### src/rtl/lfb_pkg.sv
package lfb_pkg;
    localparam int MARK_W = 4;
    localparam logic [MARK_W-1:0] HEAD_MARK  = 4'hA;
    localparam logic [MARK_W-1:0] TRAIL_MARK = 4'hE;

    typedef enum logic [2:0] {
        K_IDLE  = 3'd0,
        K_HEAD  = 3'd1,
        K_CHID  = 3'd2,
        K_DATA  = 3'd3,
        K_TRAIL = 3'd4
    } kind_e;

    typedef enum logic [1:0] {
        S_IDLE,
        S_EVT,
        S_TST,
        S_TRL
    } state_e;
endpackage

### src/rtl/lfb_pattern_ram.sv
module lfb_pattern_ram #(
    parameter int W     = 16,
    parameter int DEPTH = 64,
    parameter int AW    = $clog2(DEPTH)
) (
    input  logic          clk,
    input  logic          we,
    input  logic [AW-1:0] waddr,
    input  logic [W-1:0]  wdata,
    input  logic [AW-1:0] raddr,
    output logic [W-1:0]  rdata
);
    logic [W-1:0] mem [DEPTH];

    // write lands at the edge; a read in the same cycle still sees the old entry
    always_ff @(posedge clk) begin
        if (we) begin
            mem[waddr] <= wdata;
        end
    end

    assign rdata = mem[raddr];
endmodule

### src/rtl/lfb_word_fmt.sv
module lfb_word_fmt
    import lfb_pkg::*;
#(
    parameter int W  = 16,
    parameter int CW = W - MARK_W - 1,
    parameter int NW = W - MARK_W
) (
    input  logic          hdr_test,
    input  logic [CW-1:0] frame_cnt,
    input  logic [NW-1:0] pay_cnt,
    output logic [W-1:0]  head_word,
    output logic [W-1:0]  trail_word
);
    assign head_word  = {HEAD_MARK, hdr_test, frame_cnt};
    assign trail_word = {TRAIL_MARK, pay_cnt};
endmodule

### src/rtl/lfb_frame_ctl.sv
module lfb_frame_ctl
    import lfb_pkg::*;
#(
    parameter int          W         = 16,
    parameter int          DEPTH     = 64,
    parameter int          AW        = $clog2(DEPTH),
    parameter int          CW        = W - MARK_W - 1,
    parameter int          NW        = W - MARK_W,
    parameter logic [W-1:0] IDLE_WORD = 16'h5A5A
) (
    input  logic          clk,
    input  logic          rst_n,
    input  logic          evt_start,
    input  logic          evt_word_valid,
    input  logic [W-1:0]  evt_word,
    input  logic          evt_last,
    input  logic          tst_go,
    input  logic [W-1:0]  ram_rdata,
    input  logic [W-1:0]  head_word,
    input  logic [W-1:0]  trail_word,
    output logic          hdr_test,
    output logic [CW-1:0] frame_cnt,
    output logic [NW-1:0] pay_cnt,
    output logic [AW-1:0] ram_raddr,
    output logic          out_valid,
    output logic [2:0]    out_kind,
    output logic [W-1:0]  out_word,
    output logic          tst_refused
);
    localparam logic [NW-1:0] LAST_IDX = NW'(DEPTH - 1);

    typedef struct packed {
        state_e        st;
        logic [CW-1:0] fcnt;
        logic [NW-1:0] pcnt;
        logic          vld;
        kind_e         kind;
        logic [W-1:0]  word;
        logic          refused;
    } regs_t;

    regs_t r_d, r_q;

    always_comb begin
        r_d         = r_q;
        r_d.vld     = 1'b0;
        r_d.kind    = K_IDLE;
        r_d.word    = IDLE_WORD;
        r_d.refused = 1'b0;
        hdr_test    = 1'b0;

        unique case (r_q.st)
            S_IDLE: begin
                if (evt_start) begin
                    r_d.st      = S_EVT;
                    r_d.pcnt    = '0;
                    r_d.vld     = 1'b1;
                    r_d.kind    = K_HEAD;
                    r_d.word    = head_word;
                    r_d.refused = tst_go;
                end else if (tst_go) begin
                    hdr_test = 1'b1;
                    r_d.st   = S_TST;
                    r_d.pcnt = '0;
                    r_d.vld  = 1'b1;
                    r_d.kind = K_HEAD;
                    r_d.word = head_word;
                end
            end
            S_EVT: begin
                r_d.refused = tst_go;
                if (evt_word_valid) begin
                    r_d.vld  = 1'b1;
                    r_d.kind = r_q.pcnt[0] ? K_DATA : K_CHID;
                    r_d.word = evt_word;
                    r_d.pcnt = r_q.pcnt + NW'(1);
                    if (evt_last) begin
                        r_d.st = S_TRL;
                    end
                end
            end
            S_TST: begin
                r_d.refused = tst_go;
                r_d.vld     = 1'b1;
                r_d.kind    = r_q.pcnt[0] ? K_DATA : K_CHID;
                r_d.word    = ram_rdata;
                r_d.pcnt    = r_q.pcnt + NW'(1);
                if (r_q.pcnt == LAST_IDX) begin
                    r_d.st = S_TRL;
                end
            end
            S_TRL: begin
                r_d.refused = tst_go;
                r_d.vld     = 1'b1;
                r_d.kind    = K_TRAIL;
                r_d.word    = trail_word;
                r_d.fcnt    = r_q.fcnt + CW'(1);
                r_d.st      = S_IDLE;
            end
            default: r_d.st = S_IDLE;
        endcase
    end

    always_ff @(posedge clk or negedge rst_n) begin
        if (!rst_n) begin
            r_q <= '{st: S_IDLE, fcnt: '0, pcnt: '0, vld: 1'b0,
                     kind: K_IDLE, word: IDLE_WORD, refused: 1'b0};
        end else begin
            r_q <= r_d;
        end
    end

    assign frame_cnt   = r_q.fcnt;
    assign pay_cnt     = r_q.pcnt;
    assign ram_raddr   = r_q.pcnt[AW-1:0];
    assign out_valid   = r_q.vld;
    assign out_kind    = r_q.kind;
    assign out_word    = r_q.word;
    assign tst_refused = r_q.refused;
endmodule

### src/rtl/lnk_frame_builder.sv
module lnk_frame_builder
    import lfb_pkg::*;
#(
    parameter int           W         = 16,
    parameter int           DEPTH     = 64,
    parameter logic [W-1:0] IDLE_WORD = 16'h5A5A,
    parameter int           AW        = $clog2(DEPTH)
) (
    input  logic          clk,
    input  logic          rst_n,
    input  logic          evt_start,
    input  logic          evt_word_valid,
    input  logic [W-1:0]  evt_word,
    input  logic          evt_last,
    input  logic          tst_go,
    input  logic          cfg_we,
    input  logic [AW-1:0] cfg_addr,
    input  logic [W-1:0]  cfg_wdata,
    output logic          out_valid,
    output logic [2:0]    out_kind,
    output logic [W-1:0]  out_word,
    output logic          tst_refused
);
    localparam int CW = W - MARK_W - 1;
    localparam int NW = W - MARK_W;

    logic [W-1:0]  ram_rdata;
    logic [AW-1:0] ram_raddr;
    logic [W-1:0]  head_word;
    logic [W-1:0]  trail_word;
    logic          hdr_test;
    logic [CW-1:0] frame_cnt;
    logic [NW-1:0] pay_cnt;

    lfb_pattern_ram #(.W(W), .DEPTH(DEPTH), .AW(AW)) u_ram (
        .clk   (clk),
        .we    (cfg_we),
        .waddr (cfg_addr),
        .wdata (cfg_wdata),
        .raddr (ram_raddr),
        .rdata (ram_rdata)
    );

    lfb_word_fmt #(.W(W), .CW(CW), .NW(NW)) u_fmt (
        .hdr_test   (hdr_test),
        .frame_cnt  (frame_cnt),
        .pay_cnt    (pay_cnt),
        .head_word  (head_word),
        .trail_word (trail_word)
    );

    lfb_frame_ctl #(
        .W(W), .DEPTH(DEPTH), .AW(AW), .CW(CW), .NW(NW), .IDLE_WORD(IDLE_WORD)
    ) u_ctl (
        .clk            (clk),
        .rst_n          (rst_n),
        .evt_start      (evt_start),
        .evt_word_valid (evt_word_valid),
        .evt_word       (evt_word),
        .evt_last       (evt_last),
        .tst_go         (tst_go),
        .ram_rdata      (ram_rdata),
        .head_word      (head_word),
        .trail_word     (trail_word),
        .hdr_test       (hdr_test),
        .frame_cnt      (frame_cnt),
        .pay_cnt        (pay_cnt),
        .ram_raddr      (ram_raddr),
        .out_valid      (out_valid),
        .out_kind       (out_kind),
        .out_word       (out_word),
        .tst_refused    (tst_refused)
    );
endmodule

### config.mk
export PLATFORM = sky130hd
export DESIGN_NAME = lnk_frame_builder
export DESIGN_NICKNAME = d
export VERILOG_FILES = /design/src/rtl/lfb_pkg.sv /design/src/rtl/lfb_pattern_ram.sv /design/src/rtl/lfb_word_fmt.sv /design/src/rtl/lfb_frame_ctl.sv /design/src/rtl/lnk_frame_builder.sv
export SDC_FILE = /design/constraint.sdc
export NUM_CORES = 1
export LEC_CHECK = 0
export ABC_AREA = 0
export ABC_CLOCK_PERIOD_IN_PS = 2850
export CAP_MARGIN = 20
export CORE_MARGIN = 2
export CORE_UTILIZATION = 50
export DETAILED_ROUTE_END_ITERATION = 8
export DONT_BUFFER_PORTS = 1
export PLACE_DENSITY = 0.7
export SYNTH_ARGS = -nofsm -noshare
export SYNTH_HDL_FRONTEND = slang
export SYNTH_SLANG_ARGS = --single-unit
### constraint.sdc
create_clock -name clk -period 2.85 [get_ports clk]
set_clock_uncertainty 0.2 [all_clocks]
set_input_delay 0.4275 -clock clk [delete_from_list [all_inputs] [get_ports clk]]
set_output_delay 0.4275 -clock clk [all_outputs]
set_load 0.01 [all_outputs]
==> flow_summary.json <==
{
  "critPathLaunchType": "register",
  "swShare": 0.252,
  "routedWlPerCell_um": 32.3,
  "grt_pass1_wl_um": 156000,
  "grt_pass1_vias": 21400,
  "postLayoutSetupSlackWorst_ns": 0.00489,
  "utilization": 0.590,
  "synth_compound_area_frac": 0.0245,
  "power.leakage_nw": 15.6,
  "clock_latency_ns": 0.67,
  "vdd_drop_max_uv": 424,
  "dieArea_um2": 85900,
  "synth_area_um2": 41800,
  "start_util": 0.503,
  "drive_gt1_frac": 0.308,
  "ys_seq_area_frac": 0.763,
  "chipWidth_um": 293,
  "mostFrequentLayoutCells": "edfxtp_1 (1024), mux4_2 (265), buf_4 (205)",
  "synth_nets": 2023,
  "synthXorXnorAreaFrac": 0.00335,
  "power_density_nw_per_um2": 773,
  "crit_arrival_ns": 3.25,
  "die_y_um": 293,
  "status": "finished clean",
  "final_common_cell": "edfxtp_1",
  "io_buffers": 0,
  "crit_required_ns": 3.25,
  "hpwl_um": 67400,
  "yosysWarnings": 0,
  "p_sw_mw": 9.55,
  "internal_power_mw": 28.3,
  "cp_slowest_stage_delay_ns": 0.60,
  "finalHoldViolations": 0,
  "fmax_ghz": 0.351,
  "synth_top_cell_by_area": "edfxtp_1",
  "synth_top_family_by_area": "multiplexers",
  "p_seq_frac": 0.475,
  "min_path_type": "primary input to register",
  "core_region_area_um2": 83200,
  "async_reset_ff_frac": 0.0430,
  "vias_per_cell": 6.42,
  "cts_sinks": 1070,
  "fin_nets": 2296,
  "comb_power_share": 0.173,
  "slew_viol_final": 0,
  "max_slew_margin": 0.438,
  "synthFlopType": "edfxtp_1",
  "drv_cap": 0,
  "synth_simple_gate_area_frac": 0.0273,
  "slowest_stage": "a221oi_1",
  "period_share": 0.998,
  "clkPwrFrac": 0.352,
  "fillCellCount": 5697,
  "path_clk_slew_ns": 0.06,
  "end_kind": "register",
  "synth-seq-cells": 1070,
  "dr_total_vias": 21900,
  "ios": 66,
  "synthMuxAreaShare": 0.162,
  "root_buffer": "clkbuf_16",
  "synth_edf_count": 1024,
  "synth_area_per_cell_um2": 21.2,
  "tightest_slew_ns": 0.840,
  "stdcell_area_um2": 49000,
  "setup_viol": 0,
  "synthCells": 1970,
  "rows": 106,
  "overflow": 0,
  "antenna_found_initial": 5,
  "antenna_left": 0,
  "dp_slack_ns": -0.0730,
  "cts_tree": "done",
  "synth-adder-area-share": 0.00239,
  "drt_iter0_markers": 3433,
  "synth_top_area_share": 0.735,
  "period_needed_ns": 2.85,
  "grt_max_degree": 65,
  "place_area_um2": 44500,
  "ys_types": 51,
  "syn_to_final_growth_pct": 17.3,
  "drt-total-wl_um": 110000,
  "rsz0062_at_grt": "true",
  "yosys-top-cells-area": "edfxtp_1 (74%), mux4_2 (14%), dfrtp_1 (2.3%)",
  "critPathMostFrequentCell": "buf_12",
  "critPathMaxFanout": 14,
  "dr.pass1.iters": 6,
  "remaining_drc_errors": 0,
  "place_congestion": 0.915,
  "cts_made_buffers": 101,
  "crit_chain": "buf_12, buf_12, buf_4, buf_12, mux4_2, mux2i_1, buf_4, a221oi_1, o21ai_1, nand3_1",
  "track_usage": 0.255,
  "cts-htree-levels": 3,
  "worstSetupPathType": "register to register",
  "cts_buffer_depth": 3
}
[critical path: cells and delay by family (launching register included)]
kind	cells	cell delay, ns
and+or+nand+nor	1	0.12
DFF	1	0.49
buffers and inverters	5	0.78
muxes	2	0.44
AOI/OAI and AO/OA	2	0.74
[Yosys cell counts (8+ instances only)]
library cell and instances:
mux2i_1 73, nand4_1 14, edfxtp_1 1024, mux4_2 265, buf_4 36, inv_1 11, o22ai_1 11, clkbuf_1 40
o221ai_1 12, ha_1 8, nor2b_1 13, a221oi_1 19, buf_1 10, dfrtp_1 38, nand3_1 22, o21ai_1 16
o21ai_0 22, buf_2 32, a21oi_1 20, nand2_1 47, xor2_1 9, a22oi_1 24, nand2b_1 9, dfstp_2 8
nor2_1 103
[final timing paths]
check	start	endpoint	slack [ns]	cells past startpoint
setup reg to reg	u_ctl.pay_cnt[0]	u_ctl.out_word[4]	0.005	10
hold / removal	evt_word[3]	u_ctl.out_word[3]	0.05	3
min in group asynchronous	rst_n	u_ctl.out_word[8]	0.13	2
setup / recovery	u_ctl.pay_cnt[0]	u_ctl.out_word[4]	0.005	10
max in group asynchronous	rst_n	u_ctl.out_word[11]	2.02	2
hold reg to reg	u_ctl.frame_cnt[10]	u_ctl.frame_cnt[10]	0.30	1
[metrics by stage]
step                      total power, mW  TNS (ns)  hold slack (ns)  std cells
after floorplan                      21.8         0          -0.0681       1970
after global placement               23.9    -0.113          -0.0667       3143
after detailed placement             23.9    -0.249          -0.0668       3143
after CTS                            37.6  -0.00833          0.00347       3383
after global routing                 38.9   -0.0847           0.0456       3409
final                                37.9         0           0.0512       3410
[sequential cells by signal, indices dropped and copies added, names as in the netlist]
register,flops
u_ctl.out_kind,3
u_ctl.r_q,2
u_ctl.frame_cnt,11
u_ctl.out_valid,1
u_ram.mem,1024
u_ctl.out_word,16
u_ctl.pay_cnt,12
u_ctl.tst_refused,1
[what timing repair did]
action | CTS | global route
resized for setup | 9 | 19
pin swaps | 0 | 2
cloned | 1 | 3
hold buffers | 44 | 0
endpoints found under the setup margin | 9 | 14
hold endpoints to repair | 1081 | 0
setup buffers | 7 | 23
[layout make-up]
class,instances,area [um^2],share of cell area
Sequential cell,1070,31900,0.651
Inverter,17,65.1,0.00133
Antenna cell,2,5.00,0.000102
Timing Repair Buffer,293,3170,0.0647
Multi-Input combinational cell,760,9230,0.188
Clock inverter,58,594,0.0121
Tap cell,1080,1350,0.0276
Clock buffer,130,2700,0.0550
[layer usage]
layer | GRT usage | vias to the layer above | share of wire
met1 | 0.364 | 11500 | 0.39
met3 | 0.0560 | 222 | 0.11
li1 | - | 8748 | -
met2 | 0.394 | 1460 | 0.47
met5 | 0 | - | 0.00023
met4 | 0.0906 | 4 | 0.038
[kinds of logic after synthesis]
| family | after synthesis |
|---|---|
| AOI/OAI and AO/OA | 149 |
| xor gates and xnor gates | 16 |
| adders and majority gates | 8 |
| buffers and inverters | 140 |
| DFF | 1070 |
| muxes | 343 |
| and+or+nand+nor | 244 |
[power by group through the flow]
| stage | sequential (mW) | combinational (mW) | clock, mW |
|---|---|---|---|
| finish | 18.0 | 6.57 | 13.3 |
| global route | 18.0 | 6.86 | 14.1 |
| CTS | 18.0 | 6.19 | 13.5 |
| detailed placement | 18.3 | 5.62 | 0 |
| global placement | 18.3 | 5.55 | 0 |
| floorplan | 18.0 | 3.82 | 0 |
Power figures use the tool's default switching activity.
